File: config.mk
export PLATFORM = sky130hd
export DESIGN_NAME = cmp_timer8
export DESIGN_NICKNAME = d
export VERILOG_FILES = /design/src/rtl/tmr8_pkg.sv /design/src/rtl/tmr8_count.sv /design/src/rtl/tmr8_flags.sv /design/src/rtl/tmr8_pin.sv /design/src/rtl/cmp_timer8.sv
export SDC_FILE = /design/constraint.sdc
export NUM_CORES = 1
export LEC_CHECK = 0
export ABC_CLOCK_PERIOD_IN_PS = 6500
export BUFFER_PORTS_ARGS = -buffer_cell sky130_fd_sc_hd__buf_4
export CORE_MARGIN = 1.5
export CORE_UTILIZATION = 63
export DETAILED_ROUTE_END_ITERATION = 8
export PLACE_DENSITY = 0.83
export SYNTH_ARGS = -nofsm -noshare
export SYNTH_HDL_FRONTEND = slang
export SYNTH_HIERARCHICAL = 1
export SYNTH_SLANG_ARGS = --single-unit
File: constraint.sdc
create_clock -name clk -period 6.5 [get_ports clk]
set_clock_uncertainty 0.1 [all_clocks]
set_input_delay 0.325 -clock clk [delete_from_list [all_inputs] [get_ports clk]]
set_output_delay 0.325 -clock clk [all_outputs]
set_load 0.1 [all_outputs]
File: src/rtl/tmr8_pkg.sv
package tmr8_pkg;

  typedef enum logic [1:0] {
    ACT_KEEP = 2'b00,
    ACT_LOW  = 2'b01,
    ACT_HIGH = 2'b10,
    ACT_FLIP = 2'b11
  } pin_act_e;

  localparam logic [1:0] REG_COUNT = 2'd0;
  localparam logic [1:0] REG_CMPA  = 2'd1;
  localparam logic [1:0] REG_CMPB  = 2'd2;
  localparam logic [1:0] REG_CSR   = 2'd3;

  localparam int NUM_FLAGS = 3;   // index 0 overflow, 1 match A, 2 match B
  localparam int FLAG_LSB  = 5;   // flags live in csr bits 7..5
  localparam int CTRL_W    = 5;   // csr bits 4..0
  localparam int TRIG_BIT  = 4;

  // Next pin level for one action code.
  function automatic logic act_apply(input pin_act_e act, input logic cur);
    logic r;
    unique case (act)
      ACT_KEEP: r = cur;
      ACT_LOW:  r = 1'b0;
      ACT_HIGH: r = 1'b1;
      default:  r = ~cur;
    endcase
    return r;
  endfunction

  // Pin is driven only when some select bit is non-zero.
  function automatic logic pin_enabled(input logic [3:0] sel);
    return |sel;
  endfunction

endpackage

File: src/rtl/tmr8_count.sv
module tmr8_count #(
  parameter int W = 8
) (
  input  logic         clk,
  input  logic         rst_n,
  input  logic         step_en,
  input  logic         load,
  input  logic [W-1:0] load_val,
  input  logic [W-1:0] cmp_a,
  input  logic [W-1:0] cmp_b,
  output logic [W-1:0] count,
  output logic         hit_a,
  output logic         hit_b,
  output logic         wrap
);
  localparam logic [W-1:0] ONE = W'(1);

  logic         step;
  logic [W-1:0] next_val;

  assign step     = step_en && !load;
  assign next_val = count + ONE;
  assign hit_a    = step && (next_val == cmp_a);
  assign hit_b    = step && (next_val == cmp_b);
  assign wrap     = step && (&count);

  always_ff @(posedge clk) begin
    if (!rst_n)    count <= '0;
    else if (load) count <= load_val;
    else if (step) count <= next_val;
  end
endmodule

File: src/rtl/tmr8_flags.sv
module tmr8_flags #(
  parameter int N = 3
) (
  input  logic         clk,
  input  logic         rst_n,
  input  logic [N-1:0] set_evt,
  input  logic         csr_rd,
  input  logic         csr_wr,
  input  logic [N-1:0] wbits,
  output logic [N-1:0] flags
);
  for (genvar i = 0; i < N; i++) begin : g_flag
    logic armed;
    always_ff @(posedge clk) begin
      if (!rst_n)                   armed <= 1'b0;
      else if (csr_wr)              armed <= 1'b0;
      else if (csr_rd && flags[i])  armed <= 1'b1;
    end
    always_ff @(posedge clk) begin
      if (!rst_n)                              flags[i] <= 1'b0;
      else if (set_evt[i])                     flags[i] <= 1'b1;
      else if (csr_wr && armed && !wbits[i])   flags[i] <= 1'b0;
    end
  end
endmodule

File: src/rtl/tmr8_pin.sv
module tmr8_pin
  import tmr8_pkg::*;
(
  input  logic     clk,
  input  logic     rst_n,
  input  logic     hit_a,
  input  logic     hit_b,
  input  pin_act_e act_a,
  input  pin_act_e act_b,
  input  logic     trig_en,
  output logic     level,
  output logic     pin,
  output logic     trig
);
  logic level_nxt;

  always_comb begin
    if (hit_b && act_b != ACT_KEEP) level_nxt = act_apply(act_b, level);
    else if (hit_a)                 level_nxt = act_apply(act_a, level);
    else                            level_nxt = level;
  end

  always_ff @(posedge clk) begin
    if (!rst_n) begin
      level <= 1'b0;
      trig  <= 1'b0;
    end else begin
      level <= level_nxt;
      trig  <= hit_a && trig_en;
    end
  end

  assign pin = level && pin_enabled({act_b, act_a});
endmodule

File: src/rtl/cmp_timer8.sv
module cmp_timer8
  import tmr8_pkg::*;
#(
  parameter int W = 8
) (
  input  logic         clk,
  input  logic         rst_n,
  input  logic         cnt_en,
  input  logic [1:0]   bus_addr,
  input  logic         bus_wr,
  input  logic         bus_rd,
  input  logic [W-1:0] bus_wdata,
  output logic [W-1:0] bus_rdata,
  output logic         tmr_out,
  output logic         adc_trig
);
  logic [W-1:0]         count_q, cmp_a_q, cmp_b_q;
  logic [CTRL_W-1:0]    ctrl_q;
  logic [NUM_FLAGS-1:0] flags;
  logic                 cnt_load, csr_wr, csr_rd;
  logic                 hit_a, hit_b, wrap, lvl;

  assign cnt_load = bus_wr && bus_addr == REG_COUNT;
  assign csr_wr   = bus_wr && bus_addr == REG_CSR;
  assign csr_rd   = bus_rd && bus_addr == REG_CSR;

  always_ff @(posedge clk) begin
    if (!rst_n) begin
      cmp_a_q <= '1;
      cmp_b_q <= '1;
      ctrl_q  <= '0;
    end else if (bus_wr) begin
      if (bus_addr == REG_CMPA) cmp_a_q <= bus_wdata;
      if (bus_addr == REG_CMPB) cmp_b_q <= bus_wdata;
      if (bus_addr == REG_CSR)  ctrl_q  <= bus_wdata[CTRL_W-1:0];
    end
  end

  tmr8_count #(.W(W)) u_count (
    .clk(clk), .rst_n(rst_n), .step_en(cnt_en), .load(cnt_load),
    .load_val(bus_wdata), .cmp_a(cmp_a_q), .cmp_b(cmp_b_q),
    .count(count_q), .hit_a(hit_a), .hit_b(hit_b), .wrap(wrap)
  );

  tmr8_flags #(.N(NUM_FLAGS)) u_flags (
    .clk(clk), .rst_n(rst_n), .set_evt({hit_b, hit_a, wrap}),
    .csr_rd(csr_rd), .csr_wr(csr_wr),
    .wbits(bus_wdata[FLAG_LSB +: NUM_FLAGS]), .flags(flags)
  );

  tmr8_pin u_pin (
    .clk(clk), .rst_n(rst_n), .hit_a(hit_a), .hit_b(hit_b),
    .act_a(pin_act_e'(ctrl_q[1:0])), .act_b(pin_act_e'(ctrl_q[3:2])),
    .trig_en(ctrl_q[TRIG_BIT]), .level(lvl), .pin(tmr_out), .trig(adc_trig)
  );

  always_comb begin
    unique case (bus_addr)
      REG_COUNT: bus_rdata = count_q;
      REG_CMPA:  bus_rdata = cmp_a_q;
      REG_CMPB:  bus_rdata = cmp_b_q;
      default:   bus_rdata = W'({flags, ctrl_q});
    endcase
  end
endmodule

==> results of run 1 <==
-- registers in the layout, summed over array words and instances, names as in the netlist --
name                  cells
u_flags/g_flag.armed      3
u_flags/flags             3
u_pin/level               1
ctrl_q                    5
cmp_a_q                   8
u_pin/trig                1
cmp_b_q                   8
u_count/count             8
-- layer usage --
metal	vias to the layer above	wire (µm)	track usage, %
li1	924	-	-
met1	899	2360	32.4
met2	51	2530	44.8
met3	10	219	5.65
met4	0	99	10.9
met5	-	0	0
-- through the flow --
step           area [µm²]  power [W]  cells
2_1_floorplan        2440   0.000354    257
6_report             2670   0.000556    321
4_1_cts              2670   0.000559    321
3_5_place_dp         2570   0.000382    313
3_3_place_gp         2570   0.000381    313
5_1_grt              2670   0.000579    321
-- path summary, 6_finish.rpt --
kind         slack, ns               startpoint                 endpoint  depth (start not counted)
max reg2reg       3.46         u_count/count[0]              u_pin/level                          9
max               3.46         u_count/count[0]              u_pin/level                          9
min reg2reg       0.37  u_flags/g_flag[2].armed  u_flags/g_flag[2].armed                          2
min               0.19             bus_wdata[2]                ctrl_q[2]                          3
-- tightest hold or removal path: stages --
cell and delay, ns:
buf_4 0.12, nand2_1 0.05, mux2i_1 0.05
-- cell usage after synthesis, drive strengths merged (7+ instances only) --
| library cell | count | area, µm² |
|---|---|---|
| nand3 | 7 | 40.0 |
| nor2b | 27 | 169 |
| nor2 | 14 | 55.1 |
| buf | 12 | 100 |
| and2 | 9 | 58.8 |
| dfxtp | 37 | 741 |
| xnor2 | 15 | 131 |
| mux2i | 24 | 240 |
| mux4 | 8 | 195 |
| o21ai | 12 | 60.1 |
| xor2 | 10 | 87.6 |
| nand2 | 21 | 78.8 |
-- cells by family after synthesis --
logic type	share of synthesized area, %
AO/OA/AOI/OAI	8.42
XOR/XNOR	8.98
adder cells (fa/ha/maj)	2.57
buffers and inverters	5.65
flip-flops	30.4
multiplexers	17.9
AND/OR/NAND/NOR	26.1
-- layout by cell type (no fill, tap or decap), types with 2 or more instances in the layout --
| master | n |
|---|---|
| dfxtp_1 | 37 |
| nor2b_1 | 27 |
| buf_4 | 25 |
| mux2i_1 | 24 |
| nand2_1 | 21 |
| xnor2_1 | 15 |
| nor2_1 | 13 |
| xor2_1 | 10 |
| o21ai_0 | 9 |
| and2_1 | 8 |
| clkbuf_8 | 7 |
| nand3_1 | 6 |
| a21oi_1 | 6 |
| nand2b_1 | 5 |
| inv_1 | 5 |
| ha_1 | 5 |
| mux4_2 | 4 |
| mux4_1 | 4 |
| nand4_1 | 3 |
| and4bb_1 | 3 |
| o21ai_1 | 3 |
| and3_2 | 2 |
| nor3b_1 | 2 |
| and3b_2 | 2 |
| or3_1 | 2 |
| a2111oi_2 | 2 |
| o211ai_1 | 2 |
| o31ai_1 | 2 |
| and4_1 | 2 |
| o211a_1 | 2 |
-- area by class of cell --
type / count / area share, %
multi-input combinational: 198 / 58.4
clock inverter: 1 / 0.188
inverter: 5 / 0.704
timing repair buffer: 25 / 7.04
sequential: 37 / 27.8
clock buffer: 7 / 3.61
tap: 48 / 2.25
-- power breakdown --
group | internal, W | switching (W) | total (W)
sequential | 0.000234 | 0.0000120 | 0.000246
clock | 0.0000958 | 0.0000823 | 0.000178
combinational | 0.0000461 | 0.0000859 | 0.000132
==> flow_summary.toml, run 1 <==
[power]
cellLeakagePower_nw = 1.07
peakVddDrop_v = 0.000157
power_density_nw_per_um2 = 209

[routing]
vias_per_cell = 5.87
avgRoutedWirePerCell_um = 16.2
vias = 1884
drtIter0Drc = 126
drc = 0
wl_mm = 5.20
ant_nets = 0
dr.pass1.iters = 4

[yosys]
ys.flop_type = "dfxtp_1"
synth.avg_cell_area_um2 = 9.48
synth_cell_types = 46
ys_seq_elements = 37
synth_edf_count = 0
synth_warnings = 6
synthCells = 257
ys_seq_area_share_pct = 30.4
synth_area_um2 = 2440
async_flop_share_pct = 0
synthesis.nets = 277

[global_routing]
antenna_found_initial = 0
track_usage_pct = 26.4
grt_remaining_overflow = 0
grt_pass1_wl_mm = 8.50
first_global_vias = 1781
grt_max_degree = 51

[critical_path]
slowest_stage = "a2111oi_2"
path_buf_inv = 0
cpMostUsedCell = "or3_1"
slowest_delay_ns = 0.59
cp-end-kind = "flip-flop"
crit_path_start_kind = "flip-flop"
crit_type = "reg -> reg"
path_max_fanout = 9
crit_arrival_ns = 3.17
crit_chain = "ha_1, nand3_2, nor2_2, xor2_1, or3_1, a2111oi_2, nand2_1, or3_1, o211ai_2"
cp.required_ns = 6.62
path_delay_family = "simple AND/OR/NAND/NOR gates"

[timing]
period_share_pct = 46.8
rsz0062_at_grt = "false"
worst_slack_ns = 3.46
fmax_mhz = 329
worst_slew_pin_slew_ns = 0.550
setup_viol = 0
fin_tns_setup_ns = 0
hold_ws_ns = 0.192
slew_violations = 0
finalCriticalPeriod_ns = 3.04
slew_headroom_pct = 63.3
finalHoldViolCount = 0

[place]
post-place-ws_ns = 3.49
hpwl_mm = 3.68
io_buffers = 24
gp_congestion = 0.824

[cells_and_area]
antenna_cells = 0
regArea_um2 = 741
nets = 292
fill_cells = 301
drive_gt1_share_pct = 18.3
fin_util_pct = 72.3
areaGrowthSynthToFinish_pct = 9.45
multiInputGateArea_um2 = 1560

[floorplan]
rows = 22
die-area_um2 = 4250
die_y_um = 65.2
die_w_um = 65.2
io_pins = 25
core_area_um2 = 3690
start_util_pct = 66.1

[clock_tree]
clk_latency_ns = 0.29
clk_pin_slew_ns = 0.08
cts_buffers = 5
cts.sinks = 37
htree_levels = 2
cts_resized = 0
postCtsHoldBufs = 0
clock-root-buffer = "clkbuf_8"
cts_setup_buffers = 0
tritoncts = "done"
cts_buffer_depth = 2

[job]
drv_cap = 0

[outcome]
status = "finished, final reports clean"

[min_path]
hold_class = "in -> reg"
Note: power is estimated with default switching activity, not from simulation.
==> run 2, diff against run 1 <==
--- a/config.mk
+++ b/config.mk
@@ -5,12 +5,12 @@
 export SDC_FILE = /design/constraint.sdc
 export NUM_CORES = 1
 export LEC_CHECK = 0
-export ABC_CLOCK_PERIOD_IN_PS = 6500
+export ABC_CLOCK_PERIOD_IN_PS = 2600
 export BUFFER_PORTS_ARGS = -buffer_cell sky130_fd_sc_hd__buf_4
 export CORE_MARGIN = 1.5
-export CORE_UTILIZATION = 63
+export CORE_UTILIZATION = 53
 export DETAILED_ROUTE_END_ITERATION = 8
-export PLACE_DENSITY = 0.83
+export PLACE_DENSITY = 0.75
 export SYNTH_ARGS = -nofsm -noshare
 export SYNTH_HDL_FRONTEND = slang
 export SYNTH_HIERARCHICAL = 1
==> constraint.sdc (replaced) <==
create_clock -name clk -period 2.6 [get_ports clk]
set_clock_uncertainty 0.1 [all_clocks]
set_input_delay 0.13 -clock clk [delete_from_list [all_inputs] [get_ports clk]]
set_output_delay 0.13 -clock clk [all_outputs]
set_load 0.1 [all_outputs]
==> run 2 against run 1 <==
Net effect: routed wire length grew 4.6%; sequential cell count is the same; die area grew 18%; critical path type unchanged; critical endpoint unchanged; largest power group unchanged; highest routed layer unchanged.
==> flow_summary.toml, run 2 (synthesized netlist as in run 1, its figures left out) <==
[critical_path]
cpMostUsedCell = "or3_1"
crit_type = "reg -> reg"
crit_arrival_ns = 2.56
path_buf_inv = 0
path_delay_family = "simple AND/OR/NAND/NOR gates"
startpoint = "u_count/count[0]"
cp.required_ns = 2.74
cp-end-kind = "flip-flop"
path_max_fanout = 4
crit_chain = "ha_1, nand3_2, nor2_2, xor2_1, or3_1, a2111oi_4, nand2_1, or3_1, o211ai_2"
slowest_stage = "a2111oi_4"
crit_path_start_kind = "flip-flop"
r2r_start = "u_count/count[0]"
slowest_delay_ns = 0.41

[global_routing]
grt_use_met1_pct = 28.9
track_usage_pct = 23.7
grtUsageMet3_pct = 4.84
gr-usage-met2_pct = 39.9
grt_remaining_overflow = 0
grt_max_degree = 51
first_global_vias = 1925
grt_pass1_wl_mm = 9.21
antenna_found_initial = 0
gr-max-usage-layer = "met2"

[place]
post-place-ws_ns = 0.128
io_buffers = 24
gp_congestion = 0.878
hpwl_mm = 3.84

[timing]
finalCriticalPeriod_ns = 2.42
worst_slew_pin_slew_ns = 0.417
slew_headroom_pct = 72.2
worst_slack_ns = 0.178
setup_viol = 0
fin_tns_setup_ns = 0
slew_violations = 0
finalHoldViolCount = 0
period_share_pct = 93.2
fmax_mhz = 413
rsz0062_at_grt = "false"

[cells_and_area]
multiInputGateArea_um2 = 1580
layout_commonest_cell = "dfxtp_1"
fill_cells = 376
antenna_cells = 0
regArea_um2 = 742
final_cell_mix = "36 x dfxtp_1, 32 x buf_4, 27 x nor2b_1"
areaGrowthSynthToFinish_pct = 13.6
drive_gt1_share_pct = 21.0
top_regs = "cmp_a_q: 8 flops, cmp_b_q: 8 flops, u_count/count: 8 flops"
nets = 300

[clock_tree]
clk_latency_ns = 0.30
cts_buffers = 5
clk_pin_slew_ns = 0.09
htree_levels = 2
cts.sinks = 37
tritoncts = "done"
clock-root-buffer = "clkbuf_8"
cts_buffer_depth = 2

[routing]
dr.pass1.iters = 4
vias = 1882
vias_per_cell = 5.65
drc = 0
drtIter0Drc = 118
avgRoutedWirePerCell_um = 16.3
ant_nets = 0
wl_mm = 5.44

[floorplan]
io_pins = 25
start_util_pct = 55.6
rows = 24
die_w_um = 70.8
die-area_um2 = 5010
core_area_um2 = 4380
die_y_um = 70.8

[job]
drv_cap = 0

[min_path]
hold_class = "in -> reg"
min_from = "bus_wdata[6]"

[power]
clockPowerShare_pct = 35.0
switchingPower_w = 0.000479
power_density_nw_per_um2 = 533
peakVddDrop_v = 0.000409
combPwrFrac_pct = 23.9
switching_share_pct = 32.5
cellLeakagePower_nw = 1.11
seqPwrFrac_pct = 41.1
p_int_w = 0.000996

[outcome]
status = "finished, final reports clean"
-- run 2: layout make-up --
type	instances	area share, %
clock buffers	5	2.49
clock inverters	3	1.67
inverters	5	0.678
multi-input cells	198	57.0
flip-flops and latches	37	26.8
well taps	52	2.35
repair buffers	33	9.04
-- run 2: through the flow --
stage / util [%] / hold WS [ns] / instance area (µm²) / std cells / power, W
after floorplan: - / 0.152 / 2440 / 257 / 0.000884
after global placement: 60.0 / 0.312 / 2630 / 324 / 0.000964
after detailed placement: 60.0 / 0.317 / 2630 / 324 / 0.000967
after CTS: 62.8 / 0.00100 / 2750 / 333 / 0.00148
after global routing: 63.1 / 0.00980 / 2770 / 333 / 0.00153
final: 63.1 / 0.00271 / 2770 / 333 / 0.00148
-- run 2: power groups by stage --
| stage | Sequential (W) | Clock [W] | Combinational, W |
|---|---|---|---|
| 6_report | 0.000607 | 0.000516 | 0.000352 |
| 4_1_cts | 0.000607 | 0.000521 | 0.000351 |
| 3_3_place_gp | 0.000619 | 0 | 0.000345 |
| 2_1_floorplan | 0.000612 | 0 | 0.000273 |
| 5_1_grt | 0.000610 | 0.000550 | 0.000374 |
| 3_5_place_dp | 0.000620 | 0 | 0.000347 |
-- run 2: repair_timing --
action	in CTS	in global routing
endpoints found under the setup margin	0	2
endpoints found under the hold margin	1	0
buffers inserted	0	0
gates resized for setup	0	2
hold buffers	1	0
-- run 2: layer usage --
metal	part of all wire (%)	up-vias	wire, µm
met1	44	882	2380
met3	6.3	11	341
met5	0	-	0
met4	2.5	0	136
met2	48	50	2590
li1	-	939	-
-- run 2: tightest hold or removal path, cell delays in order --
cell and delay, ns:
buf_4 0.09, nor2b_1 0.04, mux2i_1 0.10
-- run 2: worst paths after layout --
path	endpoint	slack, ns	depth (start not counted)
min reg2reg	u_flags/g_flag[2].armed	0.38	2
max reg2reg	u_pin/level	0.18	9
max	u_pin/level	0.18	9
min	cmp_b_q[6]	0.003	3
